File: config.mk
export PLATFORM = sky130hd
export DESIGN_NAME = sp_delay_ctrl
export DESIGN_NICKNAME = d
export VERILOG_FILES = /design/src/rtl/sdl_pkg.sv /design/src/rtl/sdl_ctrl.sv /design/src/rtl/sdl_pack.sv /design/src/rtl/sdl_unpack.sv /design/src/rtl/sp_delay_ctrl.sv
export SDC_FILE = /design/constraint.sdc
export NUM_CORES = 1
export LEC_CHECK = 0
export ABC_AREA = 1
export CAP_MARGIN = 40
export CORE_UTILIZATION = 49
export CTS_CLUSTER_DIAMETER = 50
export CTS_CLUSTER_SIZE = 10
export DETAILED_ROUTE_END_ITERATION = 6
export PLACE_DENSITY = 0.88
export SLEW_MARGIN = 30
export SYNTH_ARGS = -nofsm -noshare
export SYNTH_HDL_FRONTEND = slang
export SYNTH_HIERARCHICAL = 1
export SYNTH_SLANG_ARGS = --single-unit
File: constraint.sdc
create_clock -name clk -period 1.45 [get_ports clk]
set_input_delay 0.2175 -clock clk [delete_from_list [all_inputs] [get_ports clk]]
set_output_delay 0.2175 -clock clk [all_outputs]
set_load 0.01 [all_outputs]
File: src/rtl/sdl_pkg.sv
package sdl_pkg;
    typedef enum logic {
        PH_FILL   = 1'b0,
        PH_COMMIT = 1'b1
    } phase_t;
endpackage

File: src/rtl/sdl_ctrl.sv
module sdl_ctrl
    import sdl_pkg::*;
#(
    parameter int CW      = 9,
    parameter int CNT_MAX = 5
) (
    input  logic          clk,
    input  logic          rst,
    input  logic          en,
    output phase_t        phase,
    output logic [CW-1:0] count_o,
    output logic [CW-2:0] addr_o,
    output logic          we_o,
    output logic          sel_o
);
    localparam logic [CW-1:0] WRAP = CW'(CNT_MAX);

    logic [CW-1:0] cnt_q;
    logic          sel_a_q;

    assign phase   = phase_t'(cnt_q[0]);
    assign count_o = cnt_q;

    // phase counter: state register
    always_ff @(posedge clk) begin
        if (rst) begin
            cnt_q <= '0;
        end else if (en) begin
            if (cnt_q == WRAP) begin
                cnt_q <= '0;
            end else begin
                cnt_q <= cnt_q + 1'b1;
            end
        end
    end

    // control outputs, staggered pipeline
    always_ff @(posedge clk) begin
        if (rst) begin
            addr_o  <= '0;
            we_o    <= 1'b0;
            sel_a_q <= 1'b0;
            sel_o   <= 1'b0;
        end else begin
            addr_o  <= cnt_q[CW-1:1];
            we_o    <= 1'b0;
            sel_a_q <= 1'b0;
            unique case (phase)
                PH_FILL:   sel_a_q <= en;
                PH_COMMIT: we_o    <= en;
            endcase
            sel_o <= sel_a_q;
        end
    end
endmodule

File: src/rtl/sdl_pack.sv
module sdl_pack
    import sdl_pkg::*;
#(
    parameter int DW = 8
) (
    input  logic            clk,
    input  logic            rst,
    input  logic            en,
    input  phase_t          phase,
    input  logic [DW-1:0]   din,
    output logic [2*DW-1:0] wdata_o
);
    logic [DW-1:0] hold_q;

    always_ff @(posedge clk) begin
        if (rst) begin
            hold_q  <= '0;
            wdata_o <= '0;
        end else if (en) begin
            unique case (phase)
                PH_FILL:   hold_q  <= din;
                PH_COMMIT: wdata_o <= {hold_q, din};
            endcase
        end
    end
endmodule

File: src/rtl/sdl_unpack.sv
module sdl_unpack #(
    parameter int DW = 8
) (
    input  logic            clk,
    input  logic            rst,
    input  logic            sel,
    input  logic [2*DW-1:0] rdata,
    output logic [DW-1:0]   dout_o
);
    logic          sel_d_q;
    logic [DW-1:0] low_q;

    always_ff @(posedge clk) begin
        if (rst) begin
            sel_d_q <= 1'b0;
            low_q   <= '0;
            dout_o  <= '0;
        end else begin
            sel_d_q <= sel;
            if (sel) begin
                dout_o <= rdata[2*DW-1:DW];
                low_q  <= rdata[DW-1:0];
            end else if (sel_d_q) begin
                dout_o <= low_q;
            end
        end
    end
endmodule

File: src/rtl/sp_delay_ctrl.sv
module sp_delay_ctrl
    import sdl_pkg::*;
#(
    parameter int DW      = 8,
    parameter int CW      = 9,
    parameter int CNT_MAX = 5
) (
    input  logic            clk,
    input  logic            rst,
    input  logic            en,
    input  logic [DW-1:0]   din,
    input  logic [2*DW-1:0] ram_rdata,
    output logic [CW-2:0]   ram_addr,
    output logic            ram_we,
    output logic [2*DW-1:0] ram_wdata,
    output logic            sel,
    output logic [DW-1:0]   dout
);
    phase_t        phase;
    logic [CW-1:0] cnt_w;

    sdl_ctrl #(.CW(CW), .CNT_MAX(CNT_MAX)) u_ctrl (
        .clk(clk), .rst(rst), .en(en), .phase(phase), .count_o(cnt_w),
        .addr_o(ram_addr), .we_o(ram_we), .sel_o(sel)
    );

    sdl_pack #(.DW(DW)) u_pack (
        .clk(clk), .rst(rst), .en(en), .phase(phase), .din(din),
        .wdata_o(ram_wdata)
    );

    sdl_unpack #(.DW(DW)) u_unpack (
        .clk(clk), .rst(rst), .sel(sel), .rdata(ram_rdata), .dout_o(dout)
    );
endmodule

== Yosys cells after proc, flatten, opt, wreduce, memory -nomap -nowiden ==
Cells that the tools add are included.

* RAM bits: 0
* Memory bits (read-only): 0
* Input bits: 27
* Memories: 0
* Register bits after elaboration: 61
* Logic and storage cells: 21
* Latch bits: 0
* Output and inout port bits: 34

* Reductions and logical operators: 5
* Muxes and demuxes: 3
* $mul: 0
* Magnitude comparators: 0
* Add/sub/neg operators: 1
* Bitwise gates (word level): 1
* Shift operators: 0
* Divide/modulo/power cells: 0
* Eq/ne operators: 1

{| class="wikitable"
|+ Operators by type and width
! cell !! number
|-
| two-way mux 8 bit || 2
|-
| adder 9 x 1 -> 9 bit, second input constant || 1
|-
| equality test 9 x 3 -> 1 bit, second input constant || 1
|-
| two-way mux 9 bit || 1
|-
| AND reduction 2 bit || 2
|-
| OR reduction 2 bit || 2
|-
| nonzero test 2 bit || 1
|-
| NOT 1 bit || 1
|}

== Depth between registers and ports, before layout ==
* Depth after elaboration: 2
* Mapped depth: 7
* Gate-level depth less buffers: 7

== Modules after synthesis ==
The synthesis kept the hierarchy.

{| class="wikitable"
|+ Modules (own cells, without submodules)
! module !! instances !! seq. area each (µm²) !! area an instance (µm²) !! cells each
|-
| sdl_pack || 1 || 480.5 || 967.2 || 125
|-
| sdl_ctrl || 1 || 400.4 || 778.2 || 95
|-
| sdl_unpack || 1 || 340.3 || 729.4 || 95
|}

== Worst setup path after synthesis ==
No wires, ideal clock.

* Kind: register -> register
* Start point: reg u_ctrl.cnt_q[0] (netlist: u_ctrl/count_o[0])
* End point: reg u_ctrl.cnt_q[4] (netlist: u_ctrl/count_o[4])
* Clock period less this slack: 1.200 ns
* Library setup time: 0.128 ns
* Setup slack: 0.250 ns
* Arrival time: 1.073 ns
* Path buffers: 0
* Required time: 1.322 ns
* Stages on the path, launching flop included: 6
* Cells stage by stage: dfxtp_1 -> ha_1 -> nand3_2 -> nor2_2 -> xor2_1 -> nor2_1

* Word-level cells in the longest chain between the ends: 2
* Elaborated cells on any way between the ends: 3
* Those cells by class: add/sub (1); eq/ne (1); mux (1)

{| class="wikitable"
|+ Ends and longest elaborated chain
! what !! line !! source
|-
| start, declared || sdl_ctrl.sv:18 || <nowiki>logic [CW-1:0] cnt_q;</nowiki>
|-
| start signal, assigned || sdl_ctrl.sv:32 || <nowiki>cnt_q <= cnt_q + 1'b1;</nowiki>
|-
| adder 9 x 1 -> 9 bit or equality test 9 x 3 -> 1 bit (tied branches) || sdl_ctrl.sv:32, sdl_ctrl.sv:29 ||
|-
| two-way mux 9 bit (*) || sdl_ctrl.sv:29 || <nowiki>if (cnt_q == WRAP) begin</nowiki>
|}

Mark *: on every way between the ends. The rest lies on a longest branch, timed or not.
A chain may end at the register's enable or synchronous reset.

== Final worst setup path ==
* Start point: reg u_pack.wdata_o[11]
* End point: out ram_wdata[11]

{| class="wikitable"
|+ RTL lines
! what !! line !! source
|-
| start, declared || sdl_pack.sv:11 || <nowiki>output logic [2*DW-1:0] wdata_o</nowiki>
|-
| start signal, assigned || sdl_pack.sv:22 || <nowiki>PH_COMMIT: wdata_o <= {hold_q, din};</nowiki>
|-
| end, declared || sp_delay_ctrl.sv:15 || <nowiki>output logic [2*DW-1:0] ram_wdata,</nowiki>
|}

No word-level cell between the ends.

==> summary.md <==
| Metric | Value |
|---|---|
| All-layer global routing usage | 21.9% |
| Total grt overflow | 0 |
| Fin. Hold Viols | 0 |
| Critical path's top delay family | buffers and inverters |
| Drc violations | 0 |
| Cell breakdown of the critical path | clkdlybuf4s50_1 |
| Syn Nets | 343 |
| Max_cap viols | 0 |
| CP Launch Type | register |
| Cell area after synthesis | 0.00247 mm2 |
| Initial antenna violation count | 0 |
| VDD IR-drop max | 0.000810 V |
| Clock slew at reported path FFs | 0.06 ns |
| Max-Slew Margin vs Limit | 71.5% |
| Setup crit end kind | primary output |
| Die Y | 73.0 um |
| Worst clock skew | 0.00463 ns |
| Placed inst area | 0.00310 mm2 |
| Initial Utilization | 51.6% |
| Unrepaired setup endpoints after global routing | false |
| DR iter-0 viols | between 100 and 150 |
| Least-Margin Pin Slew | 0.427 ns |
| ANT cells | 0 |
| Row count | 25 |
| Synthesized area per cell | 7.86 um2 |
| Worst skew pair latency | 0.33 ns |
| Die area | roughly 0.0053 mm2 |
| Die width | 73.0 um |
| Max Used Layer | met4 |
| Post-DP HPWL | 3630 um |
| Fin. max-slew vios | 0 |
| Post-layout power | 3710 uW |
| CP Buf/Inv Count | 1 |
| Final period utilization | 97.4% |
| Gate Count Post-Synth | 314 |
| Htree depth | 3 |
| ANT nets after route | 0 |
| Sink Count | slightly above 60 |
| Setup violators final | 0 |
| CTS Buffer Depth | 2 |
| # Post-CTS Setup Buffers | 0 |
| Most frequent cells in the layout | nand2_1 (77), dfxtp_1 (60), nand3_1 (54) |
| Pleak | 0.00172 uW |
| PwrDens | between 1000 and 1500 mW/mm2 |
| Core ar. | 0.00479 mm2 |
| # IOs | 61 |
| WP data arrival | about 1.2 ns |
| Largest net degree at the start of global routing | 35 |
| Clock root cell | clkbuf_8 |
| Share of cells above drive strength 1 | 10.4% |
| Met3 wire len | around 270 um |
| Setup CP Type | register to primary output |
| Outcome | complete, no violations |
| Number of synthesis warnings | 6 |
| First-pass GRT wire length | 8790 um |
| Critical Path Slowest Stage Cell | clkdlybuf4s50_1 |
| Post-Route M1 WL | 2460 um |
| CTS Buf Count | 9 |
| Post-CTS Hold Buffers | 0 |
| Layout area overhead | 36.0% |
| Via Count | 2211 |
| Routed wire length per instance | 12.0 um |
| Max Fclk | 0.708 GHz |
| Wire length on met2 | 2600 um |
| RePlAce Congestion | 0.848 |
| Vias in the first global route | 2051 |
| TNS Setup | 0 ns |
| Final WL | 5390 um |
| Port-buffer cells | 60 |
| Hold WC Path Type | register to register |
| First drt pass iteration count | 4 |
| TritonCTS clock tree | yes |
| Vias per inst | roughly 4.9 |
| Crit-path max cell delay | 0.54 ns |
| Worst EP required | 1.23 ns |
| Nets | 407 |
| Crit path max fanout | 2 |
| Commonest non-fill, non-tap cell in the layout | nand2_1 |
| Min cycle time layout | 1.41 ns |
| Design area | 0.00336 mm2 |
-- path summary, 6_finish.rpt --
kind | from | endpoint | slack (ns) | cells past startpoint
worst max register to register | u_ctrl/count_o[3] | u_ctrl/count_o[2] | 0.17 | 6
worst min-delay path | u_ctrl/sel_a_q | u_ctrl/sel_o | 0.41 | 2
worst min register to register | u_ctrl/sel_a_q | u_ctrl/sel_o | 0.41 | 2
worst max-delay path | u_pack/wdata_o[11] | ram_wdata[11] | 0.04 | 1
-- sequential cells by signal, indices dropped and copies added, names as in the netlist --
signal and cells:
u_ctrl/we_o 1, u_ctrl/count_o 9, u_ctrl/sel_a_q 1, u_ctrl/addr_o 8, u_ctrl/sel_o 1, u_unpack/dout_o 8, u_unpack/low_q 8, u_pack/wdata_o 16
u_pack/hold_q 8, u_unpack/sel_d_q 1
-- area by class of cell --
| class | count | area (um2) |
|---|---|---|
| tap | 67 | 83.8 |
| multi-input combinational | 208 | 1000 |
| clock buffer | 12 | 165 |
| inverter | 32 | 128 |
| clock inverter | 4 | 45.0 |
| fill | 366 | 1430 |
| timing repair buffer | 66 | 712 |
| sequential | 61 | 1220 |
-- metal layers --
metal,vias to the layer above,GRT usage [%]
met5,-,0
met4,0,11.5
met3,9,4.70
met2,54,37.3
met1,1024,25.8
li1,1124,-
-- where the power goes --
group / internal (uW) / switching [uW] / total [uW]
Combinational: 188 / 206 / 394
Clock: 925 / 615 / 1540
Sequential: 1740 / 36.7 / 1780
-- worst reg2reg max path, stage by stage, from the launching register on --
cell and delay [ns]:
dfxtp_1 0.36, inv_1 0.18, nand2_1 0.09, nor2_1 0.15
nand3_1 0.18, nand2_1 0.16, nor2_1 0.06
-- per-stage QoR --
step	std cells	utilization, %	hold WS, ns	worst slack, ns
after floorplan	314	-	0.287	0.271
after global placement	434	64.8	0.392	0.0374
after detailed placement	434	64.8	0.393	0.00559
after CTS	450	69.2	0.404	0.00640
after global routing	450	70.1	0.425	0.00224
final	450	70.1	0.406	0.0371
-- repair_timing --
item                       in CTS  in global routing
gates resized for setup         1                 18
cloned                          0                  0
setup endpoints to repair       1                 18
No activity file was read; power rests on OpenSTA's default activity.
